<file path="src/rtl/sgdma_pkg.sv">
package sgdma_pkg;
   typedef enum logic [2:0] {
      ST_IDLE,
      ST_DESC_LO,
      ST_DESC_HI,
      ST_WAIT,
      ST_MEM,
      ST_ACK,
      ST_END
   } walk_state_t;

   localparam logic [1:0] RA_CMD  = 2'd0;
   localparam logic [1:0] RA_STAT = 2'd1;
   localparam logic [1:0] RA_TBL  = 2'd2;

   localparam int CMD_RUN_BIT = 0;
   localparam int CMD_DIR_BIT = 3;
   localparam int ST_ACT_BIT  = 0;
   localparam int ST_ERR_BIT  = 1;
   localparam int ST_IRQ_BIT  = 2;
   localparam int LAST_BIT    = 31;
   localparam int DESC_BYTES  = 8;
endpackage

</file>
<file path="src/rtl/sgdma_regs.sv">
module sgdma_regs
   import sgdma_pkg::*;
#(
   parameter int ADDR_W   = 32,
   parameter bit READ_REG = 1'b0
) (
   input  logic              clk,
   input  logic              rst_n,
   input  logic              reg_we,
   input  logic [1:0]        reg_addr,
   input  logic [31:0]       reg_wdata,
   output logic [31:0]       reg_rdata,
   input  logic              busy,
   input  logic              err_set,
   input  logic              irq_in,
   output logic              run,
   output logic              dir,
   output logic              launch,
   output logic [ADDR_W-1:0] tbl_base
);
   logic              run_q, dir_q, err_q, irq_q;
   logic [ADDR_W-1:0] base_q;
   logic              wr_cmd, wr_stat, wr_tbl;
   logic [31:0]       rd_mux;
   logic              unused_wd;

   initial begin
      assert (ADDR_W >= 12 && ADDR_W <= 32)
         else $error("sgdma_regs: ADDR_W out of range");
   end

   assign unused_wd = ^reg_wdata;
   assign wr_cmd  = reg_we && (reg_addr == RA_CMD);
   assign wr_stat = reg_we && (reg_addr == RA_STAT);
   assign wr_tbl  = reg_we && (reg_addr == RA_TBL);
   assign launch  = wr_cmd && reg_wdata[CMD_RUN_BIT] && !run_q;

   always_ff @(posedge clk or negedge rst_n) begin
      if (!rst_n) begin
         run_q  <= 1'b0;
         dir_q  <= 1'b0;
         err_q  <= 1'b0;
         irq_q  <= 1'b0;
         base_q <= '0;
      end else begin
         if (wr_cmd) begin
            run_q <= reg_wdata[CMD_RUN_BIT];
            dir_q <= reg_wdata[CMD_DIR_BIT];
         end
         if (wr_tbl)
            base_q <= {reg_wdata[ADDR_W-1:2], 2'b00};
         if (err_set)
            err_q <= 1'b1;
         else if (wr_stat && reg_wdata[ST_ERR_BIT])
            err_q <= 1'b0;
         if (irq_in)
            irq_q <= 1'b1;
         else if (wr_stat && reg_wdata[ST_IRQ_BIT])
            irq_q <= 1'b0;
      end
   end

   always_comb begin
      rd_mux = '0;
      case (reg_addr)
         RA_CMD: begin
            rd_mux[CMD_RUN_BIT] = run_q;
            rd_mux[CMD_DIR_BIT] = dir_q;
         end
         RA_STAT: begin
            rd_mux[ST_ACT_BIT] = busy;
            rd_mux[ST_ERR_BIT] = err_q;
            rd_mux[ST_IRQ_BIT] = irq_q;
         end
         RA_TBL:  rd_mux[ADDR_W-1:0] = base_q;
         default: rd_mux = '0;
      endcase
   end

   generate
      if (READ_REG) begin : g_rd_flop
         logic [31:0] rd_q;
         always_ff @(posedge clk or negedge rst_n) begin
            if (!rst_n) rd_q <= '0;
            else        rd_q <= rd_mux;
         end
         assign reg_rdata = rd_q;
      end else begin : g_rd_comb
         assign reg_rdata = rd_mux;
      end
   endgenerate

   assign run      = run_q;
   assign dir      = dir_q;
   assign tbl_base = base_q;

   assert_err_sticky_R12: assert property (@(posedge clk) disable iff (!rst_n)
      (err_q && !(wr_stat && reg_wdata[ST_ERR_BIT])) |=> err_q);
   assert_irq_sticky_R12: assert property (@(posedge clk) disable iff (!rst_n)
      (irq_q && !(wr_stat && reg_wdata[ST_IRQ_BIT])) |=> irq_q);
   assert_irq_capture_R11: assert property (@(posedge clk) disable iff (!rst_n)
      irq_in |=> irq_q);
   assert_err_capture_R10: assert property (@(posedge clk) disable iff (!rst_n)
      err_set |=> err_q);
endmodule

</file>
<file path="src/rtl/sgdma_stepper.sv">
module sgdma_stepper #(
   parameter int ADDR_W = 32,
   parameter int CNT_W  = 16,
   parameter int STEP   = 2
) (
   input  logic              clk,
   input  logic              rst_n,
   input  logic              load_addr,
   input  logic [ADDR_W-1:0] addr_in,
   input  logic              load_cnt,
   input  logic [CNT_W-1:0]  cnt_in,
   input  logic              step,
   output logic [ADDR_W-1:0] cur_addr,
   output logic              last_word
);
   localparam int RW = CNT_W + 1;
   localparam logic [CNT_W-1:0] LOW_MASK = CNT_W'(STEP - 1);
   localparam logic [RW-1:0]    FULL     = RW'(1) << CNT_W;

   logic [ADDR_W-1:0] addr_q;
   logic [RW-1:0]     remain_q;
   logic [CNT_W-1:0]  cnt_even;

   assign cnt_even = cnt_in & ~LOW_MASK;

   always_ff @(posedge clk or negedge rst_n) begin
      if (!rst_n) begin
         addr_q   <= '0;
         remain_q <= '0;
      end else begin
         if (load_addr)
            addr_q <= addr_in;
         else if (step)
            addr_q <= addr_q + ADDR_W'(STEP);
         if (load_cnt)
            remain_q <= (cnt_even == '0) ? FULL : {1'b0, cnt_even};
         else if (step)
            remain_q <= remain_q - RW'(STEP);
      end
   end

   assign cur_addr  = addr_q;
   assign last_word = (remain_q == RW'(STEP));

   assert_no_underflow_R5: assert property (@(posedge clk) disable iff (!rst_n)
      step |-> (remain_q >= RW'(STEP)));
   assert_step_addr_even_R5: assert property (@(posedge clk) disable iff (!rst_n)
      step |=> (addr_q[0] == 1'b0) || $past(load_addr));
endmodule

</file>
<file path="src/rtl/sgdma_walker.sv">
module sgdma_walker
   import sgdma_pkg::*;
#(
   parameter int ADDR_W = 32,
   parameter int CNT_W  = 16,
   parameter int DEV_W  = 16
) (
   input  logic              clk,
   input  logic              rst_n,
   input  logic              run,
   input  logic              dir,
   input  logic              launch,
   input  logic [ADDR_W-1:0] tbl_base,
   output logic              mem_req,
   output logic              mem_we,
   output logic [ADDR_W-1:0] mem_addr,
   output logic [DEV_W-1:0]  mem_wdata,
   input  logic [31:0]       mem_rdata,
   input  logic              mem_ack,
   input  logic              mem_err,
   input  logic              dev_req,
   output logic              dev_ack,
   input  logic [DEV_W-1:0]  dev_rdata,
   output logic [DEV_W-1:0]  dev_wdata,
   output logic              busy,
   output logic              err_set
);
   localparam int STEP = DEV_W / 8;

   walk_state_t       st, nxt;
   logic [ADDR_W-1:0] ptr_q;
   logic              last_q;
   logic [DEV_W-1:0]  data_q;
   logic              ld_addr, ld_cnt, stp, last_word;
   logic [ADDR_W-1:0] cur_addr, buf_ptr;
   logic              mem_ok, unused_rd;

   initial begin
      assert (DEV_W == 16 || DEV_W == 32)
         else $error("sgdma_walker: DEV_W must be 16 or 32");
      assert (CNT_W >= 4 && CNT_W <= 30)
         else $error("sgdma_walker: CNT_W must leave the last-descriptor bit free");
   end

   assign unused_rd = ^mem_rdata;
   assign mem_ok  = mem_ack && !mem_err;
   assign buf_ptr = {mem_rdata[ADDR_W-1:2], 2'b00};

   sgdma_stepper #(.ADDR_W(ADDR_W), .CNT_W(CNT_W), .STEP(STEP)) i_stepper (
      .clk       (clk),
      .rst_n     (rst_n),
      .load_addr (ld_addr),
      .addr_in   (buf_ptr),
      .load_cnt  (ld_cnt),
      .cnt_in    (mem_rdata[CNT_W-1:0]),
      .step      (stp),
      .cur_addr  (cur_addr),
      .last_word (last_word)
   );

   always_comb begin
      nxt     = st;
      ld_addr = 1'b0;
      ld_cnt  = 1'b0;
      stp     = 1'b0;
      case (st)
         ST_IDLE:    if (launch) nxt = ST_DESC_LO;
         ST_DESC_LO: if (mem_ack) begin
                        nxt     = mem_err ? ST_IDLE : ST_DESC_HI;
                        ld_addr = !mem_err;
                     end
         ST_DESC_HI: if (mem_ack) begin
                        nxt    = mem_err ? ST_IDLE : ST_WAIT;
                        ld_cnt = !mem_err;
                     end
         ST_WAIT:    if (!run)        nxt = ST_IDLE;
                     else if (dev_req) nxt = ST_MEM;
         ST_MEM:     if (mem_ack) nxt = mem_err ? ST_IDLE : ST_ACK;
         ST_ACK: begin
            stp = 1'b1;
            if (last_word) nxt = last_q ? ST_END : ST_DESC_LO;
            else           nxt = ST_WAIT;
         end
         ST_END:     nxt = ST_IDLE;
         default:    nxt = ST_IDLE;
      endcase
   end

   always_ff @(posedge clk or negedge rst_n) begin
      if (!rst_n) begin
         st     <= ST_IDLE;
         ptr_q  <= '0;
         last_q <= 1'b0;
         data_q <= '0;
      end else begin
         st <= nxt;
         if (st == ST_IDLE && launch)
            ptr_q <= tbl_base;
         if (st == ST_DESC_HI && mem_ok) begin
            ptr_q  <= ptr_q + ADDR_W'(DESC_BYTES);
            last_q <= mem_rdata[LAST_BIT];
         end
         if (st == ST_MEM && mem_ok && !dir)
            data_q <= mem_rdata[DEV_W-1:0];
      end
   end

   always_comb begin
      mem_req  = 1'b0;
      mem_addr = '0;
      case (st)
         ST_DESC_LO: begin mem_req = 1'b1; mem_addr = ptr_q;              end
         ST_DESC_HI: begin mem_req = 1'b1; mem_addr = ptr_q + ADDR_W'(4); end
         ST_MEM:     begin mem_req = 1'b1; mem_addr = cur_addr;           end
         default:    ;
      endcase
   end

   assign mem_we    = (st == ST_MEM) && dir;
   assign mem_wdata = dev_rdata;
   assign dev_ack   = (st == ST_ACK);
   assign dev_wdata = data_q;
   assign busy      = (st != ST_IDLE);
   assign err_set   = (mem_req && mem_ack && mem_err) || (st == ST_END && dev_req);

   assert_ack_single_R5: assert property (@(posedge clk) disable iff (!rst_n)
      dev_ack |=> !dev_ack);
   assert_ack_after_mem_R5: assert property (@(posedge clk) disable iff (!rst_n)
      dev_ack |-> $past(mem_req && mem_ack && !mem_err));
   assert_idle_quiet_R8: assert property (@(posedge clk) disable iff (!rst_n)
      !busy |-> (!mem_req && !dev_ack));
   assert_desc_aligned_R3: assert property (@(posedge clk) disable iff (!rst_n)
      (mem_req && !mem_we && (st != ST_MEM)) |-> (mem_addr[1:0] == 2'b00));
   assert_error_stops_R9: assert property (@(posedge clk) disable iff (!rst_n)
      err_set |=> !busy);
endmodule

</file>
<file path="src/rtl/sg_dma_engine.sv">
module sg_dma_engine
   import sgdma_pkg::*;
#(
   parameter int ADDR_W   = 32,
   parameter int CNT_W    = 16,
   parameter int DEV_W    = 16,
   parameter bit READ_REG = 1'b0
) (
   input  logic              clk,
   input  logic              rst_n,
   input  logic              reg_we,
   input  logic [1:0]        reg_addr,
   input  logic [31:0]       reg_wdata,
   output logic [31:0]       reg_rdata,
   output logic              mem_req,
   output logic              mem_we,
   output logic [ADDR_W-1:0] mem_addr,
   output logic [DEV_W-1:0]  mem_wdata,
   input  logic [31:0]       mem_rdata,
   input  logic              mem_ack,
   input  logic              mem_err,
   input  logic              dev_req,
   output logic              dev_ack,
   input  logic [DEV_W-1:0]  dev_rdata,
   output logic [DEV_W-1:0]  dev_wdata,
   input  logic              dev_irq
);
   logic              run, dir, launch, busy, err_set;
   logic [ADDR_W-1:0] tbl_base;

   sgdma_regs #(.ADDR_W(ADDR_W), .READ_REG(READ_REG)) i_regs (
      .clk       (clk),
      .rst_n     (rst_n),
      .reg_we    (reg_we),
      .reg_addr  (reg_addr),
      .reg_wdata (reg_wdata),
      .reg_rdata (reg_rdata),
      .busy      (busy),
      .err_set   (err_set),
      .irq_in    (dev_irq),
      .run       (run),
      .dir       (dir),
      .launch    (launch),
      .tbl_base  (tbl_base)
   );

   sgdma_walker #(.ADDR_W(ADDR_W), .CNT_W(CNT_W), .DEV_W(DEV_W)) i_walker (
      .clk       (clk),
      .rst_n     (rst_n),
      .run       (run),
      .dir       (dir),
      .launch    (launch),
      .tbl_base  (tbl_base),
      .mem_req   (mem_req),
      .mem_we    (mem_we),
      .mem_addr  (mem_addr),
      .mem_wdata (mem_wdata),
      .mem_rdata (mem_rdata),
      .mem_ack   (mem_ack),
      .mem_err   (mem_err),
      .dev_req   (dev_req),
      .dev_ack   (dev_ack),
      .dev_rdata (dev_rdata),
      .dev_wdata (dev_wdata),
      .busy      (busy),
      .err_set   (err_set)
   );
endmodule

</file>
<file path="config.mk">
export PLATFORM = sky130hd
export DESIGN_NAME = sg_dma_engine
export DESIGN_NICKNAME = d
export VERILOG_FILES = /design/src/rtl/sgdma_pkg.sv /design/src/rtl/sgdma_regs.sv /design/src/rtl/sgdma_stepper.sv /design/src/rtl/sgdma_walker.sv /design/src/rtl/sg_dma_engine.sv
export SDC_FILE = /design/constraint.sdc
export NUM_CORES = 1
export LEC_CHECK = 0
export ABC_AREA = 1
export BUFFER_PORTS_ARGS = -buffer_cell sky130_fd_sc_hd__buf_2
export CELL_PAD_IN_SITES_DETAIL_PLACEMENT = 2
export CELL_PAD_IN_SITES_GLOBAL_PLACEMENT = 2
export CORE_MARGIN = 3
export CORE_UTILIZATION = 32
export DETAILED_ROUTE_END_ITERATION = 16
export GPL_TIMING_DRIVEN = 1
export PLACE_DENSITY = 0.92
export SYNTH_ARGS = -nofsm -noshare
export SYNTH_HDL_FRONTEND = slang
export SYNTH_SLANG_ARGS = --single-unit
</file>
<file path="constraint.sdc">
create_clock -name clk -period 4.71 [get_ports clk]
set_clock_uncertainty 0.1 [all_clocks]
set_input_delay 0.7065 -clock clk [delete_from_list [all_inputs] [get_ports clk]]
set_output_delay 0.7065 -clock clk [all_outputs]
set_load 0.03 [all_outputs]
</file>
; ---- Word level (Yosys, flattened, before mapping)
; Cells that the tools add are included.
[totals]
register_bits = 135
elab_cells = 93
[op_classes]
mux = 33
n_eq_ne = 14
add_sub_neg = 4
n_reduce_logical = 31
[ops]
columns = op, count
row1 = 32-bit 2-to-1 mux, 4
row2 = 32-bit one-hot mux with 3 select lines, 1
row3 = 17-bit 2-to-1 mux, 3
row4 = 32-bit by 2-bit adder with 32-bit output (second input constant), 1
row5 = 32-bit by 3-bit adder with 32-bit output (second input constant), 1
row6 = 32-bit by 4-bit adder with 32-bit output (second input constant), 1
row7 = 28-bit 2-to-1 mux, 1
row8 = 3-bit 2-to-1 mux, 9
row9 = 3-bit one-hot mux with 6 select lines, 1
row10 = 17-bit by 2-bit == test with 1-bit output (second input constant), 1
row11 = 17-bit by 2-bit subtractor with 17-bit output (second input constant), 1
row12 = 1-bit logical AND, 16
row13 = 16-bit zero test, 1
row14 = 2-bit nonzero test, 5
row15 = 3-bit == test (second input constant), 3
row16 = 1-bit 2-to-1 mux, 9
row17 = 3-bit by 2-bit == test with 1-bit output (second input constant), 2
row18 = 2-bit inequality test (second input constant), 3
row19 = 5-bit AND reduction, 1
row20 = 2-bit 2-to-1 mux, 2
row21 = 1-bit one-hot mux with 2 select lines, 2
row22 = 2-bit one-hot mux with 2 select lines, 1
row23 = 3-bit by 1-bit == test with 1-bit output (second input constant), 1
row24 = 1-bit zero test, 3
row25 = 9 further kinds, 9

; ---- Longest topological paths before layout
; Gate-level depths: netlist (run 1).
[depth]
depth_word = 7
depth_mapped = 11
mapped_depth_nobuf = 10

; ---- Hierarchy
; From an unflattened synthesis (run 1), not the netlist that was laid out.
[hier_totals]
cells_unflattened = 1483
hier_area_um2 = 9626.7
[by_module_without_submodules]
columns = module, seq_area_each_um2, cells_per_inst, instances, area_each_um2
row1 = sgdma_walker, 1301.2, 744, 1, 4491.8
row2 = sgdma_stepper, 1201.2, 507, 1, 3365.7
row3 = sgdma_regs, 850.8, 232, 1, 1769.2

; ---- Least setup slack after synthesis (run 1)
; OpenSTA, ideal clock, no wires.
[synth_timing]
path_type = input-to-output
start = input reg_addr[1]
end = output reg_rdata[2]
arrival_ps = 1739
required_time_ps = 3903
cell_stages = 4
path_slack_ps = 2164
cell_sequence = inv_1 > ha_1 > nand2_1 > a21boi_0
[synth_via]
elab_chain_len = 2
word_cells_on_any_way = 3
[synth_rtl]
columns = element, line
row1 = start: declaration, sg_dma_engine.sv:12  ; input logic [1:0] reg_addr,
row2 = 2-bit == test or 2-bit by 1-bit == test with 1-bit output (tied branches), sgdma_regs.sv:65  ; case (reg_addr)
row3 = 2-bit one-hot mux with 2 select lines *, sgdma_regs.sv:65
row4 = end: declaration, sg_dma_engine.sv:14  ; output logic [31:0] reg_rdata,
; Mark *: on every way between the ends. The rest lies on a longest branch, timed or not.

; ---- Worst setup path in the final report (run 1)
[layout_timing]
start = register i_walker.ptr_q[2]
end = output mem_addr[14]
[layout_via]
elab_chain_len = 2
[layout_rtl]
columns = element, line
row1 = start: declaration, sgdma_walker.sv:31  ; logic [ADDR_W-1:0] ptr_q;
row2 = start signal: assignment, sgdma_walker.sv:98  ; ptr_q <= tbl_base;
row3 = start signal: assignment, sgdma_walker.sv:100  ; ptr_q <= ptr_q + ADDR_W'(DESC_BYTES);
row4 = 32-bit by 3-bit adder with 32-bit output, sgdma_walker.sv:113  ; ST_DESC_HI: begin mem_req = 1'b1; mem_addr = ptr_q + ADDR_W'(4); end
row5 = 32-bit one-hot mux with 3 select lines, sgdma_walker.sv:111  ; case (st)
row6 = end: declaration, sg_dma_engine.sv:17  ; output logic [ADDR_W-1:0] mem_addr,
; No other way between the ends.

==> results.toml, run 1 <==
[layout]
area_delta_synth_final_pct = 16.9
layout_common_cells = "nand2_1, inv_1, buf_2"
layout_commonest_cell = "nand2_1"
final_nets = 1584
n_antenna_cell = 0
utilization_pct = 38.6
layout-drive-gt1-share_pct = 16.3

[die]
start_util_pct = 33.1
die_w_um = 174
ios = 188
dieArea_um2 = 30400
dieHeight_um = 174
rows = 60
core_region_area_um2 = 27400

[clock_network]
cts_tree = "yes"
post_cts_buffers = 0
cts_resized = 0
clockRootBuffer = "clkbuf_16"
cts-buffers-inserted = 17
clock_path_buffers = 2
cts_max_level = 4
cts_hold_buf = 0
numClockSinks = 131
clk_pin_slew_ps = 70
worstSkewPairLatency_ps = 460

[sta]
final_max_slew_viol_count = 0
setup_violations = 0
fmax_mhz = 274
fin_crit_ps = 3660
tightest_slew_ps = 1120
post-route-period-util_pct = 77.6
setup_tns_ps = 0
rsz0062_at_grt = "no"
relSlewSlack_pct = 25.0
hold_viol_final = 0

[synthesis]
yosys_warnings = 0
ys.flop_type = "dfrtp_1"
synth-seq-cells = 131
netlist.top_cell.by_area = "dfrtp_1"
ys_types = 37
seq_area_frac_synth_pct = 36.2
async_reset_ff_share_pct = 100
synth_edf_count = 0
synth_cells = 1365
syn-cell-area_um2 = 9060
yosys-top-cells-area = "dfrtp_1, nand2_1, inv_1"
syn_nets = 1461
avgSynthCellArea_um2 = 6.64
synth_top_area_share_pct = 36.2

[power_and_ir_drop]
p_per_area_nw_per_um2 = 599
p_int_mw = 3.12
switchingPower_mw = 3.22
leakage_nw = 5.42
clockPowerShare_pct = 21.6
ir_drop_mv = 0.203
p_seq_share_pct = 35.1
comb_power_share_pct = 43.4
switching_share_pct = 50.9

[placed_design]
io_buffer_count = 154
hpwl_mm = 29.5
place_congestion = 0.910

[setup_path]
path_class = "flip-flop to primary output"
crit_fanout = 5
start_kind = "flip-flop"
crit_arrival_ps = 2850
cp-end-kind = "primary output"
required_ps = 3900

[route]
vias = 10100
drtPass1Iterations = 5
ant_nets = 0
drcViolationCount = 0
drt_iter0_drc = 663
viasPerCell = 5.41
wire_per_inst_um = 22.0
drt-total-wl_mm = 41.1

[status]
status = "complete, no violations"

[global_route]
overflow = 0
gr-usage-all-layers_pct = 27.3
grt_first_pass_wirelength_mm = 65.3
antenna_found_initial = 1
first_global_vias = 11300
grt_max_degree = 61

[run]
drv_cap = 0

[worst_hold_path]
min_path_type = "input pin to asynchronous set/reset pin"
critical path, stage by stage, from the launching register on:
cell      delay (ps)
dfrtp_1          530
ha_1             280
inv_1             90
nor2_1           260
nand2_1          200
nor2_1           420
nand2_1          110
nand3_1          110
o211ai_1         150
buf_2            250
power by group through the flow:
stage / registers [mW] / logic (mW) / clock network, mW
2_1_floorplan: 2.06 / 1.80 / 0
3_3_place_gp: 2.13 / 2.51 / 0
3_5_place_dp: 2.20 / 2.66 / 0
4_1_cts: 2.21 / 2.75 / 1.38
5_1_grt: 2.29 / 3.03 / 1.43
6_report: 2.22 / 2.75 / 1.37
final cells by class:
class,count,area [um^2]
multi-input combinational,981,4720
timing repair buffer,160,822
tap,372,465
sequential,131,3280
clock buffer,19,433
inverter,197,742
fill,3362,16800
clock inverter,13,126
flip-flops by register name, summed over array words and instances, names as in the netlist:
signal,count
i_regs.err_q,1
i_regs.run,1
i_walker.i_stepper.cur_addr,31
i_regs.tbl_base,30
i_walker.st,3
i_walker.ptr_q,30
i_walker.last_q,1
i_walker.i_stepper.remain_q,16
i_regs.dir,1
i_walker.dev_wdata,16
i_regs.irq_q,1
synthesized netlist by cell type, types with 3 or more instances:
cell,instances
a21oi_1,29
a22oi_1,25
buf_2,27
buf_4,19
clkbuf_1,8
dfrtp_1,131
ha_1,7
inv_1,186
inv_2,10
mux2_2,28
nand2_1,435
nand2_2,3
nand3_1,139
nand3_2,3
nand3b_1,4
nand4_1,12
nor2_1,150
nor2_2,4
nor3_1,5
o211ai_1,10
o21ai_0,54
o21ai_1,14
o21bai_1,3
o221ai_1,8
o22ai_1,23
xnor2_1,3
xor2_1,12
path summary, 6_finish.rpt:
kind                                   startpoint                         endpoint  slack [ps]  cells past startpoint
worst min-delay path                        rst_n            i_walker.dev_wdata[3]         120                      1
worst max register to register     i_walker.st[1]  i_walker.i_stepper.cur_addr[16]        1930                      6
worst max-delay path            i_walker.ptr_q[2]                     mem_addr[14]        1050                      9
max in group asynchronous                   rst_n                i_walker.ptr_q[6]        3350                      2
min in group clk                          dev_irq                     i_regs.irq_q         330                      2
worst min register to register       i_regs.err_q                     i_regs.err_q         390                      1
per-stage QoR:
| stage | power, mW | std cells | worst slack (ps) | cell area, um^2 | hold slack [ps] |
|---|---|---|---|---|---|
| after floorplan | 3.86 | 1365 | 2160 | 9060 | 311 |
| after global placement | 4.64 | 1841 | 1590 | 10000 | 360 |
| after detailed placement | 4.86 | 1841 | 1430 | 10000 | 376 |
| after CTS | 6.34 | 1873 | 1050 | 10600 | 152 |
| after global routing | 6.75 | 1873 | 918 | 10600 | 175 |
| final | 6.34 | 1873 | 1050 | 10600 | 122 |
metal layers:
metal	up-vias	GRT usage [%]	wire, um
met1	5103	32.2	16700
met4	2	13.6	1930
met5	-	0	13
met3	113	4.24	1910
li1	4587	-	-
met2	336	48.0	20500
cells by family after synthesis:
| logic type | count (synthesis) | share of synthesized area (%) |
|---|---|---|
| xor+xnor | 15 | 1.45 |
| compound gates | 170 | 11.2 |
| mux | 28 | 3.48 |
| buf+inv | 253 | 11.8 |
| other cells | 1 | 0.0414 |
| simple gates | 760 | 34.8 |
| fa+ha+maj | 7 | 0.967 |
| flops | 131 | 36.2 |
Power figures use the tool's default switching activity.
==> run 2, diff against run 1 <==
--- a/config.mk
+++ b/config.mk
@@ -10,10 +10,10 @@
 export CELL_PAD_IN_SITES_DETAIL_PLACEMENT = 2
 export CELL_PAD_IN_SITES_GLOBAL_PLACEMENT = 2
 export CORE_MARGIN = 3
-export CORE_UTILIZATION = 32
+export CORE_UTILIZATION = 27
 export DETAILED_ROUTE_END_ITERATION = 16
 export GPL_TIMING_DRIVEN = 1
-export PLACE_DENSITY = 0.92
+export PLACE_DENSITY = 0.83
 export SYNTH_ARGS = -nofsm -noshare
 export SYNTH_HDL_FRONTEND = slang
 export SYNTH_SLANG_ARGS = --single-unit
==> constraint.sdc (replaced) <==
create_clock -name clk -period 3.11 [get_ports clk]
set_clock_uncertainty 0.1 [all_clocks]
set_input_delay 0.4665 -clock clk [delete_from_list [all_inputs] [get_ports clk]]
set_output_delay 0.4665 -clock clk [all_outputs]
set_load 0.03 [all_outputs]
==> run 2 against run 1 <==
Net effect: hold slack got worse by 11 ps; critical path type unchanged; global-route usage fell by 5.4 points; power rose by 51%; core utilization fell by 5.5 points; cell area rose by 2.6%; non-clock buffer count rose by 13; critical path depth rose by 1; first-iteration DRC count fell by 11%; clock power rose by 53%; flip-flop and latch count did not move.
==> results.toml, run 2 (synthesized netlist as in run 1, its figures left out) <==
[layout]
final_nets = 1597
layout_common_cells = "nand2_1, inv_1, buf_2"
area_delta_synth_final_pct = 19.9
final_cells = 1955
layout-drive-gt1-share_pct = 17.6
n_antenna_cell = 0
largest_reg_flops = 31
layout_commonest_cell = "nand2_1"
utilization_pct = 33.1
design_area_um2 = 10900

[power_and_ir_drop]
comb_power_share_pct = 43.4
p_seq_share_pct = 34.7
p_int_mw = 4.88
switchingPower_mw = 4.69
report.power.total_mw = 9.57
clockPowerShare_pct = 21.9
switching_share_pct = 49.0
leakage_nw = 5.50
ir_drop_mv = 0.418
p_per_area_nw_per_um2 = 881

[clock_network]
clockRootBuffer = "clkbuf_16"
clock_path_buffers = 2
cts_tree = "yes"
numClockSinks = 131
clk_pin_slew_ps = 70
cts_max_level = 4
worstSkewPairLatency_ps = 440
post_cts_buffers = 0
cts-buffers-inserted = 17

[sta]
worst_slack_ps = 119
setup_tns_ps = 0
tightest_slew_ps = 665
relSlewSlack_pct = 55.5
post-route-period-util_pct = 96.2
final_max_slew_viol_count = 0
fmax_mhz = 334
setup_violations = 0
hold_viol_final = 0
holdWs_ps = 111
fin_crit_ps = 2990

[route]
drtPass1Iterations = 5
drt_iter0_drc = 590
drt-total-wl_mm = 38.6
ant_nets = 0
wire_per_inst_um = 19.7
vias = 9845
drcViolationCount = 0
viasPerCell = 5.04

[worst_hold_path]
hp-start = "dev_irq"
min_path_type = "input pin to flip-flop"

[setup_path]
slowest_stage = "dfrtp_1"
crit_path_frequent_cell = "nand2_1"
crit_fanout = 6
r2r-start = "i_walker.st[0]"
max_stage_delay_ps = 470
path_cells = "ha_4, nand2_1, nor2_4, nand2_1, inv_1, nand2_1, nand2_1, nand3_1, nand3_1, buf_2"
start_kind = "flip-flop"
path_class = "flip-flop to primary output"
worstSetupStartpoint = "i_walker.ptr_q[4]"
crit_arrival_ps = 2420
cp-end-kind = "primary output"
required_ps = 2540

[die]
start_util_pct = 27.6
ios = 188
dieArea_um2 = 35800
core_region_area_um2 = 32800
dieHeight_um = 189
rows = 66
die_w_um = 189

[global_route]
grt_first_pass_wirelength_mm = 61.9
use_met1_pct = 28.0
antenna_found_initial = 0
top_usage_layer = "met2"
grtUsageMet3_pct = 3.09
first_global_vias = 10800
overflow = 0
gr-usage-all-layers_pct = 21.8
met2_usage_pct = 39.1
grt_max_degree = 58

[placed_design]
placed_cell_area_um2 = 10200
dp_slack_ps = 318
hpwl_mm = 29.7
place_congestion = 0.900
place_inst = 1923
io_buffer_count = 154

[run]
drv_cap = 0

[status]
status = "complete, no violations"
==> run 2: power by group through the flow <==
stage / clock, mW / sequential (mW) / combinational (mW)
after floorplan: 0 / 3.12 / 2.73
after global placement: 0 / 3.25 / 3.89
after detailed placement: 0 / 3.31 / 4.09
after CTS: 2.13 / 3.30 / 4.16
after global routing: 2.20 / 3.45 / 4.62
final: 2.09 / 3.32 / 4.15
==> run 2: routing by layer <==
layer | routed length (um) | up-vias
met5 | 0 | -
met1 | 17300 | 4971
li1 | - | 4613
met4 | 635 | 0
met2 | 19300 | 216
met3 | 1330 | 45
==> run 2: layout make-up <==
class	instances	area [um^2]
multi-input combinational	981	4760
timing repair buffer	173	937
sequential	131	3280
clock inverter	11	130
fill	3989	21900
tap	442	553
inverter	197	742
clock buffer	20	457
==> run 2: path summary, 6_finish.rpt <==
check,cells after the start,slack [ps],end
worst max-delay path,10,120,mem_addr[17]
worst min-delay path,2,110,i_regs.irq_q
worst max register to register,11,600,i_walker.i_stepper.remain_q[10]
worst min register to register,1,390,i_regs.err_q
max in group asynchronous,3,1680,i_regs.tbl_base[13]
min in group asynchronous,2,490,i_walker.i_stepper.remain_q[15]
==> run 2: what timing repair did <==
| action | CTS | global route |
|---|---|---|
| hold buffers | 1 | 0 |
| gates resized for setup | 6 | 10 |
| hold endpoints to repair | 54 | 0 |
| pin swaps | 0 | 1 |
| endpoints found under the setup margin | 13 | 12 |
==> run 2: worst max-delay path, delay by kind of cell, from the launching register on <==
family                   cells  cell delay [ps]
AND/OR/NAND/NOR              7              880
flip-flops                   1              470
buffers and inverters        2              400
adder cells (fa/ha/maj)      1              220
